**src/rtl/sertx_pkg.sv**
```systemverilog
package sertx_pkg;

   // frame sequencing phases
   typedef enum logic [2:0] {
      PH_IDLE   = 3'd0,
      PH_START  = 3'd1,
      PH_DATA   = 3'd2,
      PH_PARITY = 3'd3,
      PH_STOP   = 3'd4
   } phase_t;

   // parity mode codes; other values mean no parity bit
   localparam logic [2:0] PAR_NONE  = 3'd0;
   localparam logic [2:0] PAR_ODD   = 3'd1;
   localparam logic [2:0] PAR_EVEN  = 3'd2;
   localparam logic [2:0] PAR_MARK  = 3'd3;
   localparam logic [2:0] PAR_SPACE = 3'd4;

   // character length for a length code, clamped to the data width
   function automatic int unsigned code_to_len(input int unsigned code,
                                               input int unsigned min_len,
                                               input int unsigned max_len);
      int unsigned n;
      n = min_len + code;
      if (n > max_len) n = max_len;
      return n;
   endfunction

endpackage

```
**src/rtl/sertx_baud.sv**
```systemverilog
module sertx_baud #(
   parameter int DIV_W = 16
) (
   input  logic             clk,
   input  logic             rst_n,
   input  logic             run_i,
   input  logic [DIV_W-1:0] lim_i,
   output logic             tick_o
);

   if (DIV_W < 2) begin : g_bad_div_w
      $error("sertx_baud: DIV_W must be at least 2");
   end

   logic [DIV_W-1:0] cnt_q;
   logic [DIV_W-1:0] last_w;

   // a limit of zero behaves like one clock per half bit
   assign last_w = (lim_i == '0) ? '0 : lim_i - DIV_W'(1);
   assign tick_o = run_i && (cnt_q >= last_w);

   always_ff @(posedge clk or negedge rst_n) begin
      if (!rst_n)
         cnt_q <= '0;
      else if (!run_i || tick_o)
         cnt_q <= '0;
      else
         cnt_q <= cnt_q + DIV_W'(1);
   end


   cnt_bound_chk: assert property (@(posedge clk) disable iff (!rst_n)
      run_i |-> (cnt_q <= last_w));


   tick_restart_chk: assert property (@(posedge clk) disable iff (!rst_n)
      tick_o |=> (cnt_q == '0));

endmodule

```
**src/rtl/sertx_parity.sv**
```systemverilog
module sertx_parity
   import sertx_pkg::*;
#(
   parameter int DATA_W  = 8,
   parameter int MIN_LEN = 5,
   parameter int LEN_W   = 2
) (
   input  logic [DATA_W-1:0] data_i,
   input  logic [LEN_W-1:0]  len_i,
   input  logic [2:0]        mode_i,
   output logic              en_o,
   output logic              bit_o
);

   localparam int NCODE = 1 << LEN_W;

   if (MIN_LEN < 1 || DATA_W < MIN_LEN) begin : g_bad_len
      $error("sertx_parity: need 1 <= MIN_LEN <= DATA_W");
   end

   logic [DATA_W-1:0] mask_tab [NCODE];
   logic [DATA_W-1:0] mask_w;
   logic              xor_w;

   // one mask per length code, built at elaboration
   for (genvar g = 0; g < NCODE; g++) begin : g_mask
      localparam int unsigned NB = code_to_len(g, MIN_LEN, DATA_W);
      assign mask_tab[g] = {DATA_W{1'b1}} >> (DATA_W - NB);
   end

   assign mask_w = mask_tab[len_i];
   assign xor_w  = ^(data_i & mask_w);

   always_comb begin
      en_o  = 1'b1;
      bit_o = 1'b0;
      case (mode_i)
         PAR_ODD:   bit_o = ~xor_w;
         PAR_EVEN:  bit_o = xor_w;
         PAR_MARK:  bit_o = 1'b1;
         PAR_SPACE: bit_o = 1'b0;
         default:   en_o  = 1'b0;
      endcase
   end

endmodule

```
**src/rtl/sertx_frame_fsm.sv**
```systemverilog
module sertx_frame_fsm
   import sertx_pkg::*;
#(
   parameter int DATA_W  = 8,
   parameter int MIN_LEN = 5,
   parameter int LEN_W   = 2,
   parameter int DIV_W   = 16
) (
   input  logic              clk,
   input  logic              rst_n,
   input  logic              start_i,
   input  logic [DATA_W-1:0] data_i,
   input  logic [LEN_W-1:0]  len_i,
   input  logic [1:0]        stop_i,
   input  logic [DIV_W-1:0]  div_i,
   input  logic              par_en_i,
   input  logic              par_bit_i,
   input  logic              tick_i,
   output logic [DIV_W-1:0]  lim_o,
   output logic              line_o,
   output logic              busy_o,
   output logic              done_o
);

   localparam int CNT_W = (DATA_W > 1) ? $clog2(DATA_W) : 1;

   phase_t            ph_q;
   logic [DATA_W-1:0] sh_q;
   logic [CNT_W-1:0]  idx_q;
   logic [CNT_W-1:0]  last_q;
   logic [2:0]        half_q;
   logic [2:0]        stop_q;
   logic              pen_q;
   logic              pbit_q;
   logic [DIV_W-1:0]  div_q;
   logic              done_q;

   logic              accept_w;
   logic [2:0]        need_w;
   logic              seg_end_w;

   assign accept_w  = start_i && (ph_q == PH_IDLE);
   assign need_w    = (ph_q == PH_STOP) ? stop_q : 3'd2;
   assign seg_end_w = tick_i && (half_q == need_w - 3'd1);

   always_ff @(posedge clk or negedge rst_n) begin
      if (!rst_n) begin
         ph_q   <= PH_IDLE;
         sh_q   <= '0;
         idx_q  <= '0;
         last_q <= '0;
         half_q <= '0;
         stop_q <= 3'd1;
         pen_q  <= 1'b0;
         pbit_q <= 1'b0;
         div_q  <= '0;
         done_q <= 1'b0;
      end else begin
         done_q <= 1'b0;
         if (accept_w) begin
            ph_q   <= PH_START;
            sh_q   <= data_i;
            idx_q  <= '0;
            half_q <= '0;
            last_q <= CNT_W'(code_to_len(32'(len_i), MIN_LEN, DATA_W) - 1);
            stop_q <= {1'b0, stop_i} + 3'd1;
            pen_q  <= par_en_i;
            pbit_q <= par_bit_i;
            div_q  <= div_i;
         end else if (tick_i) begin
            if (seg_end_w) begin
               half_q <= '0;
               case (ph_q)
                  PH_START: ph_q <= PH_DATA;
                  PH_DATA: begin
                     sh_q <= sh_q >> 1;
                     if (idx_q == last_q)
                        ph_q <= pen_q ? PH_PARITY : PH_STOP;
                     else
                        idx_q <= idx_q + CNT_W'(1);
                  end
                  PH_PARITY: ph_q <= PH_STOP;
                  PH_STOP: begin
                     ph_q   <= PH_IDLE;
                     done_q <= 1'b1;
                  end
                  default: ph_q <= PH_IDLE;
               endcase
            end else begin
               half_q <= half_q + 3'd1;
            end
         end
      end
   end

   always_comb begin
      case (ph_q)
         PH_START:  line_o = 1'b0;
         PH_DATA:   line_o = sh_q[0];
         PH_PARITY: line_o = pbit_q;
         default:   line_o = 1'b1;
      endcase
   end

   assign busy_o = (ph_q != PH_IDLE);
   assign done_o = done_q;
   assign lim_o  = div_q;


   idle_high_chk: assert property (@(posedge clk) disable iff (!rst_n)
      !busy_o |-> line_o);


   start_low_chk: assert property (@(posedge clk) disable iff (!rst_n)
      $rose(busy_o) |-> !line_o);


   done_pulse_chk: assert property (@(posedge clk) disable iff (!rst_n)
      done_o |=> !done_o);


   done_idle_chk: assert property (@(posedge clk) disable iff (!rst_n)
      done_o |-> !busy_o);


   busy_drop_chk: assert property (@(posedge clk) disable iff (!rst_n)
      $fell(busy_o) |-> done_o);


   line_on_tick_chk: assert property (@(posedge clk) disable iff (!rst_n)
      (busy_o && $past(busy_o) && !$past(tick_i)) |-> $stable(line_o));

endmodule

```
**src/rtl/sertx_core.sv**
```systemverilog
module sertx_core
   import sertx_pkg::*;
#(
   parameter int DATA_W  = 8,
   parameter int MIN_LEN = 5,
   parameter int DIV_W   = 16,
   localparam int LEN_W  = (DATA_W - MIN_LEN + 1 > 1) ? $clog2(DATA_W - MIN_LEN + 1) : 1
) (
   input  logic              clk,
   input  logic              rst_n,
   input  logic              start_i,
   input  logic [DATA_W-1:0] data_i,
   input  logic [LEN_W-1:0]  len_sel_i,
   input  logic [2:0]        par_sel_i,
   input  logic [1:0]        stop_sel_i,
   input  logic [DIV_W-1:0]  half_div_i,
   output logic              line_o,
   output logic              busy_o,
   output logic              done_o
);

   if (DATA_W > 64) begin : g_bad_data_w
      $error("sertx_core: DATA_W above 64 is not supported");
   end

   logic             tick_w;
   logic [DIV_W-1:0] lim_w;
   logic             pen_w;
   logic             pbit_w;

   sertx_parity #(
      .DATA_W  (DATA_W),
      .MIN_LEN (MIN_LEN),
      .LEN_W   (LEN_W)
   ) u_parity (
      .data_i (data_i),
      .len_i  (len_sel_i),
      .mode_i (par_sel_i),
      .en_o   (pen_w),
      .bit_o  (pbit_w)
   );

   sertx_baud #(
      .DIV_W (DIV_W)
   ) u_baud (
      .clk    (clk),
      .rst_n  (rst_n),
      .run_i  (busy_o),
      .lim_i  (lim_w),
      .tick_o (tick_w)
   );

   sertx_frame_fsm #(
      .DATA_W  (DATA_W),
      .MIN_LEN (MIN_LEN),
      .LEN_W   (LEN_W),
      .DIV_W   (DIV_W)
   ) u_fsm (
      .clk       (clk),
      .rst_n     (rst_n),
      .start_i   (start_i),
      .data_i    (data_i),
      .len_i     (len_sel_i),
      .stop_i    (stop_sel_i),
      .div_i     (half_div_i),
      .par_en_i  (pen_w),
      .par_bit_i (pbit_w),
      .tick_i    (tick_w),
      .lim_o     (lim_w),
      .line_o    (line_o),
      .busy_o    (busy_o),
      .done_o    (done_o)
   );

endmodule

```
**config.mk**
```make
export PLATFORM = sky130hd
export DESIGN_NAME = sertx_core
export DESIGN_NICKNAME = d
export VERILOG_FILES = /design/src/rtl/sertx_pkg.sv /design/src/rtl/sertx_baud.sv /design/src/rtl/sertx_parity.sv /design/src/rtl/sertx_frame_fsm.sv /design/src/rtl/sertx_core.sv
export SDC_FILE = /design/constraint.sdc
export NUM_CORES = 1
export LEC_CHECK = 0
export BUFFER_PORTS_ARGS = -buffer_cell sky130_fd_sc_hd__buf_2
export CORE_AREA = 4 4 92 128
export CTS_CLUSTER_SIZE = 10
export DETAILED_ROUTE_END_ITERATION = 8
export DIE_AREA = 0 0 96 132
export PLACE_DENSITY = 0.57
export SYNTH_ARGS = -nofsm -noshare
export SYNTH_HDL_FRONTEND = slang
export SYNTH_SLANG_ARGS = --single-unit
```
**constraint.sdc**
```tcl
create_clock -name clk -period 3.75 [get_ports clk]
set_input_delay 0.1875 -clock clk [delete_from_list [all_inputs] [get_ports clk]]
set_output_delay 0.1875 -clock clk [all_outputs]
set_load 0.01 [all_outputs]
```
==> run summary <==
Reg2reg path depth = 13
Peak VDD IR = 279.8 uV
Leakage = 0.002206 uW
Final Max Slew Viols = 0
# hold bufs at CTS = 0
Failing checks = negative hold slack
Post-route DRC = 0
First-pass DRT Iterations = 6
Post-synth EDFFs = 0
GPL Wtd Cong = 0.7699
Switching share of power = 0.2654
Overall die width = 96 um
Final core utilization = 0.4152
Yosys cell types = 55
Fin crit period = 3.611 ns
Final setup vio count = 0
Sw power = 467.1 uW
GRT Util Overall = 0.1381
Gate power share = 0.174
Final Non-Filler Cells = 608
Crit-path cells = or4_4 -> or4b_4 -> nand4bb_4 -> and2_4 -> ha_1 -> nand2b_1 -> a2111oi_2 -> nand3b_1 -> a31oi_4 -> buf_4 -> buf_4 -> nand3_1 -> o211ai_2
Sequential element share of the synthesized area = 0.4006
Clock Tree Buf Depth = 2
Ranking of synthesized cells by area = dfrtp_1 39%, nand2_1 11%, ha_1 9.0%, xor2_1 5.1%, xnor2_1 4.6%
IO Port Bufs = 36
Initial antenna violation count = 0
CTS tree = yes
Worst slew margin = 0.4423
Max Cap Viol = 0
Run status = complete, but fails checks
Cells after Synth = 403
Sequential Power Share = 0.405
Cell Pwr Density = 394.1 nW/um^2
Wirelength per Cell = 13.38 um
Detailed Place HPWL = 6000 um
Worst Path Arrival = 3.81 ns
Async SR Flop Fraction = 1.000
# clock sinks = 58
H-tree lvl count = 3
Layout area overhead = 23.15%
Row cnt = 45
Syn avg cell area = 8.997 um^2
Starting Density = 0.3372
Crit Path Max Fanout = 6
Yosys warns = 0
Clk root buf = clkbuf_16
Number of global-route vias before repair = 3044
Most used cell, CP = buf_4
FMAX = 277.0 MHz
Clock Latency Late Sink = 0.32 ns
Critical Path Max Stage Delay = 0.56 ns
Nets = 523
Vias per cell = 4.798
Final Cycle Share = 0.9629
Worst Setup End Kind = flop
Layout cell share with drive strength beyond 1 = 0.2248
Final Power = 1760 uW
Worst Max-Slew Pin Slew = 0.8365 ns
CP Data Required Time = 3.95 ns
Clk slew on worst S/H paths = 0.05 ns
DIE AREA = 12670 um^2
Post-Syn Area = 3626 um^2
Final wirelength = 8137 um
Clock group share of total power = 0.421
Die height = 132 um
Ports = 37
Worst Hold Class = input port to async pin
Largest net degree at the start of global routing = 37
Fin. Hold Viols = 34
Placed cell count = 586
Main synth FF type = dfrtp_1
Pint = 1293 uW
Worst path slowest cell = or4_4
Setup Skew = 0.005810 ns
Global-route wire length before repair = 14030 um
Initial DRC count = 105
Num CTS Buffers = 9
Hold slack = -0.03210 ns
ANT cells = 0
Vias = 2917
Mapped Nets = 463
Area leader, netlist = dfrtp_1
#FFs+latches synth = 58
Commonest cells after routing, fill and taps aside = 104 x nand2_1, 57 x dfrtp_1, 36 x buf_2
Post-route ant nets = 0
Critical path type = flop to flop
Most common cell after layout, fill and taps aside = nand2_1
Total congestion overflow = 0
CP Launch Type = flop
Unrepaired setup endpoints after global routing = yes
Synth top area share = 0.3934
Core area = 10750 um^2
power by group through the flow:
stage	combinational, uW	sequential [uW]	clock (uW)
5_1_grt	349	719	791
3_5_place_dp	295	721	0
4_1_cts	298	712	759
2_1_floorplan	190	715	0
6_report	306	712	742
3_3_place_gp	286	720	0
per-layer routing:
layer | wire, um | vias to the layer above | track usage
met2 | 4152 | 47 | 0.2359
met1 | 3563 | 1373 | 0.1649
met4 | 121 | 0 | 0.04905
met3 | 300 | 9 | 0.03370
li1 | - | 1488 | -
met5 | 0 | - | 0
registers in the layout (all words and copies together) (netlist names):
signal / flops
u_fsm.ph_q: 3
u_fsm.lim_o: 16
u_fsm.idx_q: 3
u_baud.cnt_q: 16
u_fsm.half_q: 3
u_fsm.done_o: 1
u_fsm.pbit_q: 1
u_fsm.last_q: 3
u_fsm.sh_q: 8
u_fsm.stop_q: 3
u_fsm.pen_q: 1
critical path: cells and delay by family (launching register included):
| kind | cells | cell delay (ns) |
|---|---|---|
| compound gates | 3 | 0.54 |
| flops | 1 | 0.37 |
| fa+ha+maj | 1 | 0.25 |
| simple gates | 7 | 2.01 |
| buf+inv | 2 | 0.31 |
kinds of logic after synthesis:
group | Yosys count | synth area share
AND/OR/NAND/NOR | 200 | 0.2543
flip-flops | 58 | 0.4006
AO/OA/AOI/OAI | 46 | 0.1063
XOR/XNOR | 41 | 0.1032
buffers and inverters | 28 | 0.03485
adder cells (fa/ha/maj) | 26 | 0.08972
multiplexers | 4 | 0.01104
layout make-up:
class / instances / area, um^2
fillers: 1050 / 6289
multi-input cells: 317 / 2122
flip-flops and latches: 58 / 1453
repair buffers: 64 / 394.1
clock buffers: 12 / 256.5
well taps: 141 / 176.4
inverters: 13 / 48.80
clock inverters: 3 / 15.01
cells in the mapped netlist (all sizes together) (2+ instances only):
cell       n
nand2    104
xnor2     19
buf        7
a21oi      6
nand3     18
nor3       8
inv       13
nor3b      2
o211ai     7
a2111oi    2
nand2b     4
ha        26
a21bo      2
mux2i      4
a31oi      4
xor2      21
clkbuf     8
nand4      7
o31ai      2
and2       5
nor4       3
a22o       2
o21ai     12
nand3b     3
a21o       2
nor2      34
dfrtp     57
and3       4
path summary, 6_finish.rpt:
kind                                         to       startpoint  slack (ns)
worst min-delay path            u_fsm.stop_q[2]            rst_n       -0.03
max in group asynchronous        u_fsm.lim_o[2]            rst_n        2.95
worst max register to register    u_fsm.sh_q[1]   u_fsm.lim_o[9]        0.14
worst min register to register  u_fsm.stop_q[1]  u_fsm.stop_q[1]        0.49
min in group clk                u_fsm.stop_q[0]    stop_sel_i[0]        0.02
worst max-delay path              u_fsm.sh_q[1]   u_fsm.lim_o[9]        0.14
through the flow:
stage | setup TNS, ns | area [um^2] | hold slack (ns) | setup slack, ns
after floorplan | 0 | 3638 | -0.1081 | 0.05984
after global placement | 0 | 4075 | 0.3487 | 0.04086
after detailed placement | -0.1134 | 4075 | 0.3442 | -0.02377
after CTS | 0 | 4365 | 0.004146 | 0.01833
after global routing | -0.3491 | 4466 | 0.01868 | -0.03292
final | 0 | 4466 | -0.03210 | 0.1393
timing repair:
item	CTS	global route
gates resized for setup	2	15
setup endpoints to repair	11	33
gates cloned	0	0
buffers inserted	1	6
pin swaps	2	4
(Power assumes the default switching activity.)
